**config.mk**
```make
export PLATFORM = sky130hd
export DESIGN_NAME = ipv4_hdr_check
export DESIGN_NICKNAME = d
export VERILOG_FILES = /design/src/rtl/ipv4_hc_pkg.sv /design/src/rtl/ipv4_ck_accum.sv /design/src/rtl/ipv4_hdr_buf.sv /design/src/rtl/ipv4_ttl_patch.sv /design/src/rtl/ipv4_hdr_check.sv
export SDC_FILE = /design/constraint.sdc
export NUM_CORES = 1
export LEC_CHECK = 0
export ABC_CLOCK_PERIOD_IN_PS = 5150
export CAP_MARGIN = 20
export CORE_ASPECT_RATIO = 1.4
export CORE_UTILIZATION = 40
export CTS_CLUSTER_SIZE = 8
export DETAILED_ROUTE_END_ITERATION = 12
export DONT_BUFFER_PORTS = 1
export GPL_ROUTABILITY_DRIVEN = 0
export GPL_TIMING_DRIVEN = 0
export PLACE_DENSITY = 0.54
export REMOVE_ABC_BUFFERS = 1
export SLEW_MARGIN = 30
export SYNTH_ARGS = -nofsm -noshare
export SYNTH_HDL_FRONTEND = slang
export SYNTH_SLANG_ARGS = --single-unit
```
**constraint.sdc**
```tcl
create_clock -name clk -period 5.15 [get_ports clk]
set_input_delay 1.03 -clock clk [delete_from_list [all_inputs] [get_ports clk]]
set_output_delay 1.03 -clock clk [all_outputs]
set_load 0.01 [all_outputs]
```
**src/rtl/ipv4_hc_pkg.sv**
```systemverilog
// Package ipv4_hc_pkg
// Shared constants and the control state type of the IPv4 header check stage.
// Assumes 32-bit words with the IPv4 header aligned to word 0 of each packet.
package ipv4_hc_pkg;
    localparam int WORD_W   = 32;
    localparam int HALF_W   = 16;
    localparam int MIN_IHL  = 5;
    localparam int IP_VER   = 4;
    localparam int TTL_WORD = 2;     // word index holding TTL, protocol, checksum

    typedef enum logic [2:0] {
        ST_IDLE,   // waiting for a start word
        ST_HDR,    // collecting header words
        ST_CHECK,  // judging the collected header
        ST_EMIT,   // replaying the stored header
        ST_PASS,   // streaming payload straight through
        ST_DROP    // discarding the rest of a rejected packet
    } hc_state_t;
endpackage

```
**src/rtl/ipv4_ck_accum.sv**
```systemverilog
// Module ipv4_ck_accum
// Running ones-complement sum of 16-bit halves of header words.
// `start` loads the first word, `add` accumulates further words; `folded`
// gives the end-around-carry result. Assumes at most MAX_WORDS words per sum.
module ipv4_ck_accum #(
    parameter int W         = 32,
    parameter int MAX_WORDS = 15
) (
    input  logic          clk,
    input  logic          rst_n,
    input  logic          start,
    input  logic          add,
    input  logic [W-1:0]  word,
    output logic [15:0]   folded
);
    localparam int HALVES = (W / 16) * MAX_WORDS;
    localparam int SUM_W  = 16 + $clog2(HALVES);
    localparam int TOP_W  = SUM_W - 16;

    logic [SUM_W-1:0] sum_q;
    logic [SUM_W-1:0] word_sum;
    logic [16:0]      fold1;

    // Sum of both halves of the incoming word
    always_comb begin
        word_sum = SUM_W'(word[31:16]) + SUM_W'(word[15:0]);
    end

    // Load on start, accumulate on add
    always_ff @(posedge clk) begin
        if (!rst_n)      sum_q <= '0;
        else if (start)  sum_q <= word_sum;
        else if (add)    sum_q <= sum_q + word_sum;
    end

    // Two end-around folds bring the wide sum back to 16 bits
    always_comb begin
        fold1  = {1'b0, sum_q[15:0]} + 17'(sum_q[SUM_W-1 -: TOP_W]);
        folded = fold1[15:0] + 16'(fold1[16]);
    end

    // a_r4_no_double_load: start and add never requested together
    a_r4_no_double_load: assert property (@(posedge clk) disable iff (!rst_n)
        !(start && add));
endmodule

```
**src/rtl/ipv4_hdr_buf.sv**
```systemverilog
// Module ipv4_hdr_buf
// Storage for up to DEPTH header words; one write port, one combinational
// read port. Assumes the writer never addresses beyond DEPTH-1.
module ipv4_hdr_buf #(
    parameter int W     = 32,
    parameter int DEPTH = 15,
    localparam int IDX_W = $clog2(DEPTH + 1)
) (
    input  logic             clk,
    input  logic             rst_n,
    input  logic             wr_en,
    input  logic [IDX_W-1:0] wr_idx,
    input  logic [W-1:0]     wr_data,
    input  logic [IDX_W-1:0] rd_idx,
    output logic [W-1:0]     rd_data
);
    logic [W-1:0] mem [DEPTH];

    // One register per slot, written when its index is selected
    for (genvar g = 0; g < DEPTH; g++) begin : g_slot
        always_ff @(posedge clk) begin
            if (!rst_n)                             mem[g] <= '0;
            else if (wr_en && wr_idx == IDX_W'(g))  mem[g] <= wr_data;
        end
    end

    // Read port
    always_comb begin
        rd_data = (int'(rd_idx) < DEPTH) ? mem[rd_idx] : '0;
    end

    // a_r9_wr_in_range: writes stay inside the store
    a_r9_wr_in_range: assert property (@(posedge clk) disable iff (!rst_n)
        wr_en |-> (int'(wr_idx) < DEPTH));
endmodule

```
**src/rtl/ipv4_ttl_patch.sv**
```systemverilog
// Module ipv4_ttl_patch
// Rewrites the TTL/protocol/checksum word: TTL minus one and an incremental
// checksum fix (lowering the upper byte of a half by one raises the stored
// complement by 0x0100 with end-around carry). Assumes TTL >= 1 on input.
module ipv4_ttl_patch #(
    parameter int W = 32
) (
    input  logic [W-1:0] word_in,
    output logic [W-1:0] word_out
);
    logic [16:0] raised;
    logic [15:0] new_ck;

    // Incremental checksum correction and TTL decrement
    always_comb begin
        raised   = {1'b0, word_in[15:0]} + 17'h0_0100;
        new_ck   = raised[15:0] + 16'(raised[16]);
        word_out = {word_in[31:24] - 8'd1, word_in[23:16], new_ck};
    end
endmodule

```
**src/rtl/ipv4_hdr_check.sv**
```systemverilog
// Module ipv4_hdr_check
// Streaming IPv4 header check. Stores the header (IHL words), verifies
// version, IHL and checksum, optionally decrements TTL with checksum fix,
// then replays the header and streams the payload with a first-payload mark.
// Rejected or truncated packets are consumed with no output at all.
// Assumes the header starts at word 0 and cfg_ttl_dec is valid on start words.
module ipv4_hdr_check
    import ipv4_hc_pkg::*;
#(
    parameter int HDR_MAX = 15,
    localparam int IDX_W  = $clog2(HDR_MAX + 1)
) (
    input  logic        clk,
    input  logic        rst_n,
    input  logic        cfg_ttl_dec,
    input  logic        in_valid,
    output logic        in_ready,
    input  logic [31:0] in_data,
    input  logic        in_sop,
    input  logic        in_eop,
    output logic        out_valid,
    input  logic        out_ready,
    output logic [31:0] out_data,
    output logic        out_sop,
    output logic        out_eop,
    output logic        out_pld
);
    hc_state_t        state_q;
    logic [IDX_W-1:0] cnt_q;
    logic [IDX_W-1:0] ihl_q;
    logic             ver_ok_q;
    logic [7:0]       ttl_q;
    logic             dec_q;
    logic             hdr_eop_q;
    logic             pld_pend_q;

    logic             in_fire;
    logic             out_fire;
    logic             acc_start;
    logic             acc_add;
    logic [15:0]      ck_fold;
    logic             buf_wr;
    logic [IDX_W-1:0] buf_wr_idx;
    logic [31:0]      buf_rd;
    logic [31:0]      patched;
    logic             hdr_last_in;
    logic             emit_last;
    logic             hdr_good;

    assign in_fire  = in_valid && in_ready;
    assign out_fire = out_valid && out_ready;

    // Header word index decode for the collect and replay phases
    always_comb begin
        hdr_last_in = (cnt_q == ihl_q - IDX_W'(1));
        emit_last   = (cnt_q == ihl_q - IDX_W'(1));
        hdr_good    = (ck_fold == 16'hFFFF) && ver_ok_q &&
                      (!dec_q || (ttl_q >= 8'd2));
    end

    // Store and accumulator controls
    always_comb begin
        acc_start  = (state_q == ST_IDLE) && in_fire && in_sop;
        acc_add    = (state_q == ST_HDR) && in_fire;
        buf_wr     = acc_start || acc_add;
        buf_wr_idx = acc_start ? '0 : cnt_q;
    end

    ipv4_ck_accum #(.W(32), .MAX_WORDS(HDR_MAX)) u_accum (
        .clk    (clk),
        .rst_n  (rst_n),
        .start  (acc_start),
        .add    (acc_add),
        .word   (in_data),
        .folded (ck_fold)
    );

    ipv4_hdr_buf #(.W(32), .DEPTH(HDR_MAX)) u_buf (
        .clk     (clk),
        .rst_n   (rst_n),
        .wr_en   (buf_wr),
        .wr_idx  (buf_wr_idx),
        .wr_data (in_data),
        .rd_idx  (cnt_q),
        .rd_data (buf_rd)
    );

    ipv4_ttl_patch #(.W(32)) u_patch (
        .word_in  (buf_rd),
        .word_out (patched)
    );

    // Handshake and output word selection per state
    always_comb begin
        in_ready  = 1'b0;
        out_valid = 1'b0;
        out_data  = '0;
        out_sop   = 1'b0;
        out_eop   = 1'b0;
        out_pld   = 1'b0;
        unique case (state_q)
            ST_IDLE, ST_HDR, ST_DROP: in_ready = 1'b1;
            ST_CHECK: ;
            ST_EMIT: begin
                out_valid = 1'b1;
                out_data  = (dec_q && cnt_q == IDX_W'(TTL_WORD)) ? patched : buf_rd;
                out_sop   = (cnt_q == '0);
                out_eop   = emit_last && hdr_eop_q;
            end
            ST_PASS: begin
                in_ready  = out_ready;
                out_valid = in_valid;
                out_data  = in_data;
                out_eop   = in_eop;
                out_pld   = pld_pend_q && in_valid;
            end
            default: ;
        endcase
    end

    // Packet control sequence
    always_ff @(posedge clk) begin
        if (!rst_n) begin
            state_q    <= ST_IDLE;
            cnt_q      <= '0;
            ihl_q      <= '0;
            ver_ok_q   <= 1'b0;
            ttl_q      <= '0;
            dec_q      <= 1'b0;
            hdr_eop_q  <= 1'b0;
            pld_pend_q <= 1'b0;
        end else begin
            unique case (state_q)
                ST_IDLE: if (in_fire && in_sop) begin
                    ihl_q    <= IDX_W'(in_data[27:24]);
                    ver_ok_q <= (in_data[31:28] == 4'(IP_VER));
                    dec_q    <= cfg_ttl_dec;
                    cnt_q    <= IDX_W'(1);
                    if (in_eop)                               state_q <= ST_IDLE;
                    else if (in_data[27:24] < 4'(MIN_IHL))    state_q <= ST_DROP;
                    else                                      state_q <= ST_HDR;
                end
                ST_HDR: if (in_fire) begin
                    if (cnt_q == IDX_W'(TTL_WORD)) ttl_q <= in_data[31:24];
                    cnt_q <= cnt_q + IDX_W'(1);
                    if (hdr_last_in) begin
                        hdr_eop_q <= in_eop;
                        state_q   <= ST_CHECK;
                    end else if (in_eop) begin
                        state_q <= ST_IDLE;
                    end
                end
                ST_CHECK: begin
                    cnt_q <= '0;
                    if (hdr_good)       state_q <= ST_EMIT;
                    else if (hdr_eop_q) state_q <= ST_IDLE;
                    else                state_q <= ST_DROP;
                end
                ST_EMIT: if (out_fire) begin
                    if (emit_last) begin
                        pld_pend_q <= !hdr_eop_q;
                        state_q    <= hdr_eop_q ? ST_IDLE : ST_PASS;
                    end else begin
                        cnt_q <= cnt_q + IDX_W'(1);
                    end
                end
                ST_PASS: if (in_fire) begin
                    pld_pend_q <= 1'b0;
                    if (in_eop) state_q <= ST_IDLE;
                end
                ST_DROP: if (in_fire && in_eop) state_q <= ST_IDLE;
                default: state_q <= ST_IDLE;
            endcase
        end
    end

    // a_r10_hold_stalled: a stalled output word and its flags do not change
    a_r10_hold_stalled: assert property (@(posedge clk) disable iff (!rst_n)
        (out_valid && !out_ready) |=> (out_valid && $stable(out_data) &&
                                       $stable(out_sop) && $stable(out_eop)));

    // a_r3_version_out: every emitted start word carries version 4
    a_r3_version_out: assert property (@(posedge clk) disable iff (!rst_n)
        (out_valid && out_sop) |-> (out_data[31:28] == 4'(IP_VER)));

    // a_r5_ihl_out: every emitted start word has a legal header length
    a_r5_ihl_out: assert property (@(posedge clk) disable iff (!rst_n)
        (out_valid && out_sop) |-> (out_data[27:24] >= 4'(MIN_IHL)));

    // a_r8_pld_apart: the payload mark is never on a start word
    a_r8_pld_apart: assert property (@(posedge clk) disable iff (!rst_n)
        out_pld |-> (out_valid && !out_sop));

    // a_r7_ttl_nonzero: a decremented TTL never leaves as zero
    a_r7_ttl_nonzero: assert property (@(posedge clk) disable iff (!rst_n)
        (state_q == ST_EMIT && dec_q && cnt_q == IDX_W'(TTL_WORD))
            |-> (out_data[31:24] != 8'd0));

    // a_r1_no_out_idle: nothing leaves while a header is still collected
    a_r1_no_out_idle: assert property (@(posedge clk) disable iff (!rst_n)
        (state_q == ST_HDR || state_q == ST_CHECK) |-> !out_valid);
endmodule

```
==> results of run 1 <==
-- path summary, 6_finish.rpt --
| check | end | from | slack, ns | depth (start not counted) |
|---|---|---|---|---|
| max | out_data[14] | register | -0.49 | 19 |
| min | ver_ok_q$_SDFFE_PN0P_ | ver_ok_q$_SDFFE_PN0P_ | 0.46 | 2 |
| max reg2reg | state_q[1]$_SDFFE_PN0P_ | u_accum.sum_q[16]$_SDFFE_PN0P_ | 0.69 | 18 |
| min reg2reg | ver_ok_q$_SDFFE_PN0P_ | ver_ok_q$_SDFFE_PN0P_ | 0.46 | 2 |
-- cell usage in the layout, fill, tap and decap left out, types with 49 or more instances in the layout --
master	n
o21ai_0	66
nand2_1	131
a21oi_1	53
clkbuf_16	76
buf_4	49
mux4_2	104
buf_16	52
nor2_1	59
edfxtp_1	480
and2_1	441
-- where the power goes --
group	switching, uW	internal [uW]	leakage, uW
Combinational	752	638	0.00562
Clock	1830	2650	0.000990
Sequential	81.0	4830	0.00535
Total	2660	8130	0.0120
-- repair_timing --
action,CTS,global route
resized for setup,64,39
pin swaps,10,14
gates cloned,5,0
endpoints found under the setup margin,24,21
buffers inserted,32,22
-- worst max-delay path: cells and delay by family (launching register included) --
| kind | cells | cell delay, ns |
|---|---|---|
| AOI/OAI and AO/OA | 3 | 0.57 |
| adders and majority gates | 3 | 0.45 |
| buffers and inverters | 2 | 0.21 |
| xor gates and xnor gates | 1 | 0.20 |
| muxes | 3 | 0.90 |
| DFF | 1 | 0.37 |
| and+or+nand+nor | 7 | 1.28 |
-- per-stage QoR --
stage	cell area, sq um	cells	total power [uW]
3_3_place_gp	27700	2851	6200
3_5_place_dp	29700	2927	6250
6_report	32800	3087	10800
4_1_cts	32400	3065	10800
2_1_floorplan	26700	1989	5850
5_1_grt	32800	3087	11100
-- metal layers --
layer,global-route usage,up-vias,share of wire
met2,0.432,700,0.51
met1,0.304,9371,0.39
met5,0,-,0
met4,0.0895,0,0.033
met3,0.0432,169,0.065
li1,-,8050,-
-- state kept, by name, summed over array words and instances (netlist names), 3 cells and up, named ones only --
register,count
u_buf.mem,480
u_accum.sum_q,21
ttl_q,7
cnt_q,4
ihl_q,4
state_q,3
-- kinds of logic (layout without fill, tap and decap cells) --
kind of cell / count (synthesis) / count (layout) / synth area share
fa+ha+maj: 52 / 52 / 0.0245
mux: 174 / 174 / 0.117
xor+xnor: 63 / 63 / 0.0201
flops: 527 / 527 / 0.559
compound gates: 299 / 299 / 0.0726
buf+inv: 190 / 264 / 0.0329
simple gates: 846 / 846 / 0.174
-- layout make-up --
type / instances / area [sq um] / area share
Timing Repair Buffer: 135 / 2340 / 0.0713
Clock buffer: 96 / 1980 / 0.0602
Clock inverter: 5 / 66.3 / 0.00202
Inverter: 28 / 115 / 0.00351
Multi-Input combinational cell: 1434 / 11900 / 0.362
Tap cell: 862 / 1080 / 0.0329
Sequential cell: 527 / 15400 / 0.468
==> results.sh, run 1 <==
export IMPL_outcome="finished, violations left"
export IMPL_violations="negative setup slack"
export IMPL_fin_worst_hold_slack_ns=0.464
export IMPL_final_hold_viol_count=0
export IMPL_crit_chain="buf_16, mux2i_1, mux4_2, mux2_4, or2_4, inv_4, ha_4, and2_4, nand2_4, nor3_4, ha_4, ha_4, and2_4, and4_4, or2b_4, a2111oi_4, o21ai_2, xnor2_2, o21ai_4"
export IMPL_syn_inst=2151
export IMPL_postCtsHoldBufs=0
export IMPL_setup_viol=8
export IMPL_syn_cell_area_sq_um=27500
export IMPL_p_leak_uw=0.0120
export IMPL_gr_total_overflow=0
export IMPL_p_per_area_nw_per_um2=329
export IMPL_postRouteAntennaNets=0
export IMPL_place_hpwl_microns=56300
export IMPL_endpoint_kind="output pin"
export IMPL_rows=113
export IMPL_synthArstFlopShare=0
export IMPL_start_util=0.405
export IMPL_fp_dieW_microns=223
export IMPL_drt_pass1_iterations=5
export IMPL_grt_pass1_vias=18428
export IMPL_timing_final_crit_period_ns=5.64
export IMPL_cp_required_ns=4.12
export IMPL_fmax_ghz=0.177
export IMPL_syn_avg_cell_area_sq_um=12.8
export IMPL_clock_sinks=527
export IMPL_first_iter_violations=1494
export IMPL_yosysMostFrequentCell="edfxtp_1"
export IMPL_startpoint_type="register"
export IMPL_slew_violations=0
export IMPL_arrival_ns=4.61
export IMPL_clkTransAtPathRegs_ns=0.05
export IMPL_vias_per_cell=5.92
export IMPL_antenna_found_initial=1
export IMPL_rsz0062_at_grt="yes"
export IMPL_synthDistinctLibCells=91
export IMPL_yosys_area_top_type="edfxtp_1"
export IMPL_cts_root_buffer="clkbuf_16"
export IMPL_tns_ns=-2.36
export IMPL_finalNetCount=2292
export IMPL_drive_above_1_share=0.202
export IMPL_io_buffers=0
export IMPL_cpPeakStageDelay_ns=0.49
export IMPL_synth_seq_area_share=0.559
export IMPL_critical_path_class="reg -> out"
export IMPL_synth_edf_count=480
export IMPL_pre_cts_ws_ns=-1.42
export IMPL_fin_worst_skew_ns=0.0190
export IMPL_synth_main_ff_cell="edfxtp_1"
export IMPL_synth_top_area_frac=0.525
export IMPL_fin_ws_ns=-0.493
export IMPL_period_share=1.10
export IMPL_io_pins=76
export IMPL_wl_microns=85600
export IMPL_cts_buffers=75
export IMPL_worst_skew_pair_late_latency_ns=0.62
export IMPL_synthTopCellsByCount="480 x edfxtp_1, 442 x and2_1, 139 x nand2_1, 122 x clkbuf_1, 103 x mux4_2"
export IMPL_core_area_sq_um=67900
export IMPL_cp_common_cell="ha_4"
export IMPL_grt_max_degree=60
export IMPL_cp_slowest_cell="mux4_2"
export IMPL_grt_pass1_wl_microns=125000
export IMPL_maxCapViolCount=0
export IMPL_clk_path_buf_depth=3
export IMPL_cp_max_fo=5
export IMPL_fin_util=0.484
export IMPL_relSlewSlack=0.338
export IMPL_num_vias=18290
export IMPL_tritoncts="done"
export IMPL_antennaDiodeCount=0
export IMPL_nFillCells=5851
export IMPL_die_h_microns=312
export IMPL_max_slew_worst_pin_slew_ns=0.989
export IMPL_htreeDepth=3
export IMPL_hold_path_class="reg -> reg"
export IMPL_die_area_sq_um=69700
export IMPL_wl_per_cell_microns=27.7
export IMPL_ys_warn_count=0
export IMPL_ir_drop_mv=0.215
export IMPL_drc=0
export IMPL_area_growth_pct=19.5
export IMPL_ys_ff_latch=527
export IMPL_track_usage=0.247
export IMPL_yosys_top_cells_area="edfxtp_1 52%, and2_1 10%, mux4_2 8.4%, dfxtp_1 3.4%, ha_1 2.2%"
Power figures use the tool's default switching activity.
==> run 2, diff against run 1 <==
Settings changed: SYNTH_HIERARCHICAL set to 1.
==> results.sh, run 2 <==
export IMPL_setup_viol=4
export IMPL_htreeDepth=3
export IMPL_nFillCells=6006
export IMPL_arrival_ns=4.23
export IMPL_tritoncts="done"
export IMPL_seqPwrFrac=0.458
export IMPL_reg2regPathDepth=19
export IMPL_outcome="finished, violations left"
export IMPL_crit_chain="buf_16, buf_16, and2_4, buf_12, a221oi_4, o21ai_1, o211ai_1, nand4_1, nor2_4, ha_4, nand3_2, or4_4, a21oi_4, o21ai_2, xnor2_1, mux2i_1, o21ai_2"
export IMPL_drive_above_1_share=0.156
export IMPL_violations="negative setup slack"
export IMPL_track_usage=0.243
export IMPL_first_iter_violations=1498
export IMPL_cts_buffers=75
export IMPL_clkTransAtPathRegs_ns=0.06
export IMPL_cpPeakStageDelay_ns=0.58
export IMPL_timing_final_crit_period_ns=5.26
export IMPL_finalInstanceArea_sq_um=33300
export IMPL_p_per_area_nw_per_um2=320
export IMPL_final_hold_viol_count=0
export IMPL_die_area_sq_um=71600
export IMPL_clk_path_buf_depth=3
export IMPL_gr_total_overflow=0
export IMPL_synth_edf_count=480
export IMPL_ys_warn_count=6
export IMPL_die_h_microns=316
export IMPL_maxCapViolCount=0
export IMPL_fin_ws_ns=-0.105
export IMPL_drc=0
export IMPL_synth_top_area_frac=0.511
export IMPL_io_buffers=0
export IMPL_final_cell_mix="484 x and2_1, 480 x edfxtp_1, 153 x mux2i_1"
export IMPL_slew_violations=0
export IMPL_yosysMostFrequentCell="and2_1"
export IMPL_grt_max_degree=39
export IMPL_combPwrFrac=0.123
export IMPL_max_slew_worst_pin_slew_ns=0.951
export IMPL_finalNetCount=2409
export IMPL_cts_root_buffer="clkbuf_16"
export IMPL_ir_drop_mv=0.216
export IMPL_top_regs="u_buf/mem x480, u_accum/sum_q x21, ttl_q x7"
export IMPL_endpoint_kind="output pin"
export IMPL_wl_microns=85400
export IMPL_fmax_ghz=0.190
export IMPL_min_path_cells=2
export IMPL_antenna_found_initial=3
export IMPL_syn_inst=2288
export IMPL_wl_per_cell_microns=26.1
export IMPL_synthArstFlopShare=0
export IMPL_mostFrequentLayoutCell="and2_1"
export IMPL_ys_ff_latch=523
export IMPL_p_clk_frac=0.420
export IMPL_yosys_top_cells_area="edfxtp_1 51%, and2_1 11%, mux2i_1 5.4%, mux4_2 4.2%, dfxtp_1 3.1%"
export IMPL_worst_skew_pair_late_latency_ns=0.60
export IMPL_critical_path_class="reg -> out"
export IMPL_core_area_sq_um=69500
export IMPL_relSlewSlack=0.364
export IMPL_hold_path_class="reg -> reg"
export IMPL_vias_per_cell=5.74
export IMPL_cp_max_fo=6
export IMPL_p_int_uw=8110
export IMPL_grt_pass1_vias=19459
export IMPL_rows=114
export IMPL_top_register="u_buf/mem"
export IMPL_synthTopCellsByCount="484 x and2_1, 480 x edfxtp_1, 153 x mux2i_1, 117 x nand2_1, 103 x nor2_1"
export IMPL_postRouteAntennaNets=0
export IMPL_startpoint_type="register"
export IMPL_area_growth_pct=18.0
export IMPL_p_sw_uw=2550
export IMPL_clock_sinks=523
export IMPL_grt_pass1_wl_microns=127000
export IMPL_placed_cell_area_sq_um=30400
export IMPL_period_share=1.02
export IMPL_synth_main_ff_cell="edfxtp_1"
export IMPL_drt_pass1_iterations=7
export IMPL_fin_util=0.479
export IMPL_postCtsHoldBufs=0
export IMPL_p_leak_uw=0.0120
export IMPL_switching_share=0.239
export IMPL_syn_avg_cell_area_sq_um=12.3
export IMPL_rsz0062_at_grt="yes"
export IMPL_io_pins=76
export IMPL_num_vias=18798
export IMPL_totalPowerFinal_uw=10700
export IMPL_start_util=0.406
export IMPL_yosys_area_top_type="edfxtp_1"
export IMPL_fin_worst_skew_ns=0.0205
export IMPL_cp_slowest_cell="or4_4"
export IMPL_place_hpwl_microns=54800
export IMPL_cp_required_ns=4.12
export IMPL_fp_dieW_microns=226
export IMPL_synthDistinctLibCells=97
export IMPL_syn_cell_area_sq_um=28200
export IMPL_largest_reg_flops=480
export IMPL_synth_seq_area_share=0.542
==> run 2: changes by cell type after synthesis, moves of 27 or more <==
cell / previous run / this run
o211ai_1: 14 / 41
mux4_2: 103 / 52
mux2i_1: 47 / 153
a221oi_1: 5 / 32
nor3_1: 34 / 6
clkbuf_1: 122 / 93
a21oi_1: 53 / 82
and2_1: 442 / 484
and3_1: 43 / 11
==> run 2: layout make-up <==
cell class / count / area (sq um) / area share
diodes: 5 / 12.5 / 0.000376
clock inverters: 3 / 17.5 / 0.000526
inverters: 32 / 120 / 0.00361
clock buffers: 99 / 2050 / 0.0616
multi-input cells: 1557 / 12200 / 0.366
flip-flops and latches: 523 / 15300 / 0.459
well taps: 928 / 1160 / 0.0349
repair buffers: 126 / 2440 / 0.0734
==> run 2: path summary, 6_finish.rpt <==
kind,startpoint,to,slack [ns]
setup / recovery,cnt_q[0]$_SDFFE_PN0P_,out_data[13],-0.11
hold / removal,ttl_q[1]$_SDFFE_PN0P_,ttl_q[1]$_SDFFE_PN0P_,0.50
setup reg to reg,u_accum/sum_q[0]$_SDFFE_PN0P_,state_q[0]$_SDFFE_PN0P_,0.42
hold reg to reg,ttl_q[1]$_SDFFE_PN0P_,ttl_q[1]$_SDFFE_PN0P_,0.50
==> run 2: critical path, delay by kind of cell (launching register included) <==
family	cells	cell delay (ns)
AND/OR/NAND/NOR	5	1.30
flip-flops	1	0.37
multiplexers	1	0.10
buffers and inverters	3	0.42
adder cells (fa/ha/maj)	1	0.17
AO/OA/AOI/OAI	6	1.08
XOR/XNOR	1	0.15
==> run 2: metrics by stage <==
| step | setup TNS (ns) | hold WS [ns] | setup slack, ns | std cells |
|---|---|---|---|---|
| after floorplan | -2087.76 | 0.460 | -4.12 | 2112 |
| after global placement | -7347.79 | 0.477 | -11.67 | 3040 |
| after detailed placement | -12.79 | 0.494 | -1.40 | 3113 |
| after CTS | -0.585 | 0.505 | -0.155 | 3263 |
| after global routing | -1.03 | 0.531 | -0.240 | 3268 |
| final | -0.360 | 0.504 | -0.105 | 3273 |
==> run 2: timing repair <==
action                                  CTS  global route
gates resized for setup                  38            15
pin swaps                                20            11
gates cloned                              6             0
buffers inserted                         42             4
endpoints found under the setup margin   23            10
==> run 2: logic make-up (layout without fill, tap and decap cells) <==
logic type,count (synthesis),in the layout,share of synthesized area
AO/OA/AOI/OAI,369,369,0.0863
XOR/XNOR,72,72,0.0231
adder cells (fa/ha/maj),55,55,0.0252
buffers and inverters,208,260,0.0429
flip-flops,523,523,0.542
multiplexers,220,220,0.108
other,0,5,0
AND/OR/NAND/NOR,841,841,0.173
==> run 2: metal layers <==
layer  vias up  part of all wire  global-route usage
met4         0             0.029              0.0875
li1       8427                 -                   -
met3       133             0.056              0.0344
met5         -                 0                   0
met1      9641              0.39               0.297
met2       597              0.52               0.434
==> run 2: power groups by stage <==
stage               clock network [uW]  logic (uW)  registers [uW]
global placement                     0        1060            5060
CTS                               4540        1300            4880
floorplan                            0         805            4990
finish                            4470        1310            4880
global route                      4720        1420            4890
detailed placement                   0        1200            4980
==> run 3, diff against run 2 <==
Settings changed: SLEW_MARGIN 30 to 20.
==> results.sh, run 3 (synthesis results as in run 2) <==
export IMPL_outcome="finished, violations left"
export IMPL_violations="negative setup slack"
export IMPL_p_int_uw=8120
export IMPL_fmax_ghz=0.187
export IMPL_period_share=1.04
export IMPL_drive_above_1_share=0.154
export IMPL_io_buffers=0
export IMPL_drc=0
export IMPL_wl_microns=86200
export IMPL_area_growth_pct=17.1
export IMPL_clk_path_buf_depth=3
export IMPL_die_area_sq_um=71600
export IMPL_core_area_sq_um=69500
export IMPL_combPwrFrac=0.123
export IMPL_start_util=0.406
export IMPL_cp_top_family="simple AND/OR/NAND/NOR gates"
export IMPL_seq_area_sq_um=15300
export IMPL_finalInstanceArea_sq_um=33000
export IMPL_p_clk_frac=0.422
export IMPL_crit_chain="buf_16, buf_16, buf_16, and2_4, buf_6, a221oi_4, o21ai_1, o211ai_1, nand4_1, nor2_4, ha_4, nand3_2, or4_4, a21oi_4, o21ai_2, xnor2_1, mux2i_1, o21ai_2"
export IMPL_htreeDepth=3
export IMPL_num_vias=18751
export IMPL_grt_pass1_vias=19407
export IMPL_die_h_microns=316
export IMPL_p_sw_uw=2600
export IMPL_cts_buffers=75
export IMPL_relSlewSlack=0.217
export IMPL_min_to="ttl_q[6]$_SDFFE_PN0P_"
export IMPL_cp_required_ns=4.12
export IMPL_cpPeakStageDelay_ns=0.57
export IMPL_placed_cell_area_sq_um=30000
export IMPL_timing_final_crit_period_ns=5.35
export IMPL_fin_ws_ns=-0.204
export IMPL_tns_ns=-0.801
export IMPL_mostFrequentLayoutCell="and2_1"
export IMPL_clkTransAtPathRegs_ns=0.06
export IMPL_clock_sinks=523
export IMPL_arrival_ns=4.32
export IMPL_antenna_found_initial=5
export IMPL_reg2regPathDepth=19
export IMPL_wl_met2_microns=45100
export IMPL_hold_path_class="reg -> reg"
export IMPL_fin_worst_hold_slack_ns=0.507
export IMPL_top_register="u_buf/mem"
export IMPL_r2r_setup_slack_ns=0.51
export IMPL_vias_per_cell=5.76
export IMPL_wl_met1_microns=33600
export IMPL_place_hpwl_microns=52600
export IMPL_cp_slowest_cell="or4_4"
export IMPL_largest_reg_flops=480
export IMPL_cp_max_fo=4
export IMPL_postRouteAntennaNets=0
export IMPL_final_hold_viol_count=0
export IMPL_nFillCells=6039
export IMPL_tritoncts="done"
export IMPL_p_leak_uw=0.0119
export IMPL_rows=114
export IMPL_finalNetCount=2396
export IMPL_drt_pass1_iterations=5
export IMPL_cts_root_buffer="clkbuf_16"
export IMPL_top_regs="u_buf/mem x480, u_accum/sum_q x21, ttl_q x7"
export IMPL_maxCapViolCount=0
export IMPL_track_usage=0.244
export IMPL_max_slew_worst_pin_slew_ns=1.17
export IMPL_fp_dieW_microns=226
export IMPL_endpoint_kind="output pin"
export IMPL_cp_common_cell="buf_16"
export IMPL_r2r_end="state_q[0]$_SDFFE_PN0P_"
export IMPL_critical_path_class="reg -> out"
export IMPL_final_cell_mix="484 x and2_1, 480 x edfxtp_1, 152 x mux2i_1"
export IMPL_startpoint_type="register"
export IMPL_switching_share=0.242
export IMPL_worst_skew_pair_late_latency_ns=0.62
export IMPL_r2r_start="u_accum/sum_q[0]$_SDFFE_PN0P_"
export IMPL_setup_viol=5
export IMPL_slew_violations=0
export IMPL_wl_per_cell_microns=26.5
export IMPL_multi_input_area_sq_um=12200
export IMPL_grt_max_degree=39
export IMPL_highest_layer="met4"
export IMPL_met3RoutedLength_microns=4770
export IMPL_grt_pass1_wl_microns=127000
export IMPL_seqPwrFrac=0.455
export IMPL_io_pins=76
export IMPL_hp_start="ttl_q[6]$_SDFFE_PN0P_"
export IMPL_path_buf_inv=4
export IMPL_rsz0062_at_grt="yes"
export IMPL_ir_drop_mv=0.185
export IMPL_gr_total_overflow=0
export IMPL_p_per_area_nw_per_um2=324
export IMPL_fin_worst_skew_ns=0.0249
export IMPL_min_path_cells=2
export IMPL_first_iter_violations=1467
-- run 3: cell count changes in the layout (fill, tap and decap cells not counted), moves of 3 or more --
cell / before / now
buf_12: 7 / 13
buf_8: 7 / 3
o21ai_2: 8 / 11
buf_4: 40 / 37
buf_16: 59 / 44
o21ai_0: 53 / 50
diode_2: 5 / 2
bufbuf_16: 6 / 9
-- run 3: worst min-delay path: stages, from the launching register on --
cell and delay (ns):
dfxtp_1 0.33, mux2i_1 0.07, nor2_1 0.07
-- run 3: worst max-delay path by stage --
stage / from / endpoint / slack (ns) / cells past startpoint
floorplan: cnt_q[0]$_SDFFE_PN0P_ / out_data[11] / -4.12 / 15
global placement: cnt_q[0]$_SDFFE_PN0P_ / out_data[14] / -11.67 / 16
detailed placement: cnt_q[0]$_SDFFE_PN0P_ / out_data[14] / -1.75 / 20
CTS: cnt_q[0]$_SDFFE_PN0P_ / out_data[13] / -0.29 / 18
global route: cnt_q[0]$_SDFFE_PN0P_ / out_data[11] / -0.37 / 19
finish: cnt_q[0]$_SDFFE_PN0P_ / out_data[13] / -0.20 / 18
-- run 3: cell type report --
class,instances,share of cell area
Sequential cell,523,0.463
Clock inverter,6,0.00269
Clock buffer,97,0.0606
Inverter,32,0.00364
Timing Repair Buffer,112,0.0652
Tap cell,928,0.0351
Antenna cell,2,0.000151
Multi-Input combinational cell,1558,0.370
-- run 3: what timing repair did --
action | 4_1_cts | 5_1_grt
hold buffers | 0 | 0
hold endpoints to repair | 0 | 0
pin swaps | 20 | 11
resized for setup | 49 | 10
setup endpoints to repair | 24 | 12
cloned | 10 | 0
setup buffers | 42 | 2
-- run 3: power groups by stage --
stage | registers [uW] | logic [uW] | clock network [uW]
after floorplan | 4990 | 805 | 0
after CTS | 4880 | 1310 | 4600
after global placement | 5060 | 1060 | 0
final | 4880 | 1320 | 4520
after global routing | 4890 | 1430 | 4750
after detailed placement | 4970 | 1190 | 0
-- run 3: stage by stage --
step | setup slack [ns] | cells | total power [uW] | util
after floorplan | -4.12 | 2112 | 5790 | -
after global placement | -11.67 | 3040 | 6120 | 0.407
after detailed placement | -1.75 | 3097 | 6170 | 0.432
after CTS | -0.292 | 3252 | 10800 | 0.474
after global routing | -0.373 | 3256 | 11100 | 0.476
final | -0.204 | 3258 | 10700 | 0.476
-- run 3: metal layers --
metal / global-route usage / up-vias
met4: 0.0863 / 0
li1: - / 8392
met2: 0.443 / 621
met5: 0 / -
met1: 0.293 / 9587
met3: 0.0358 / 151
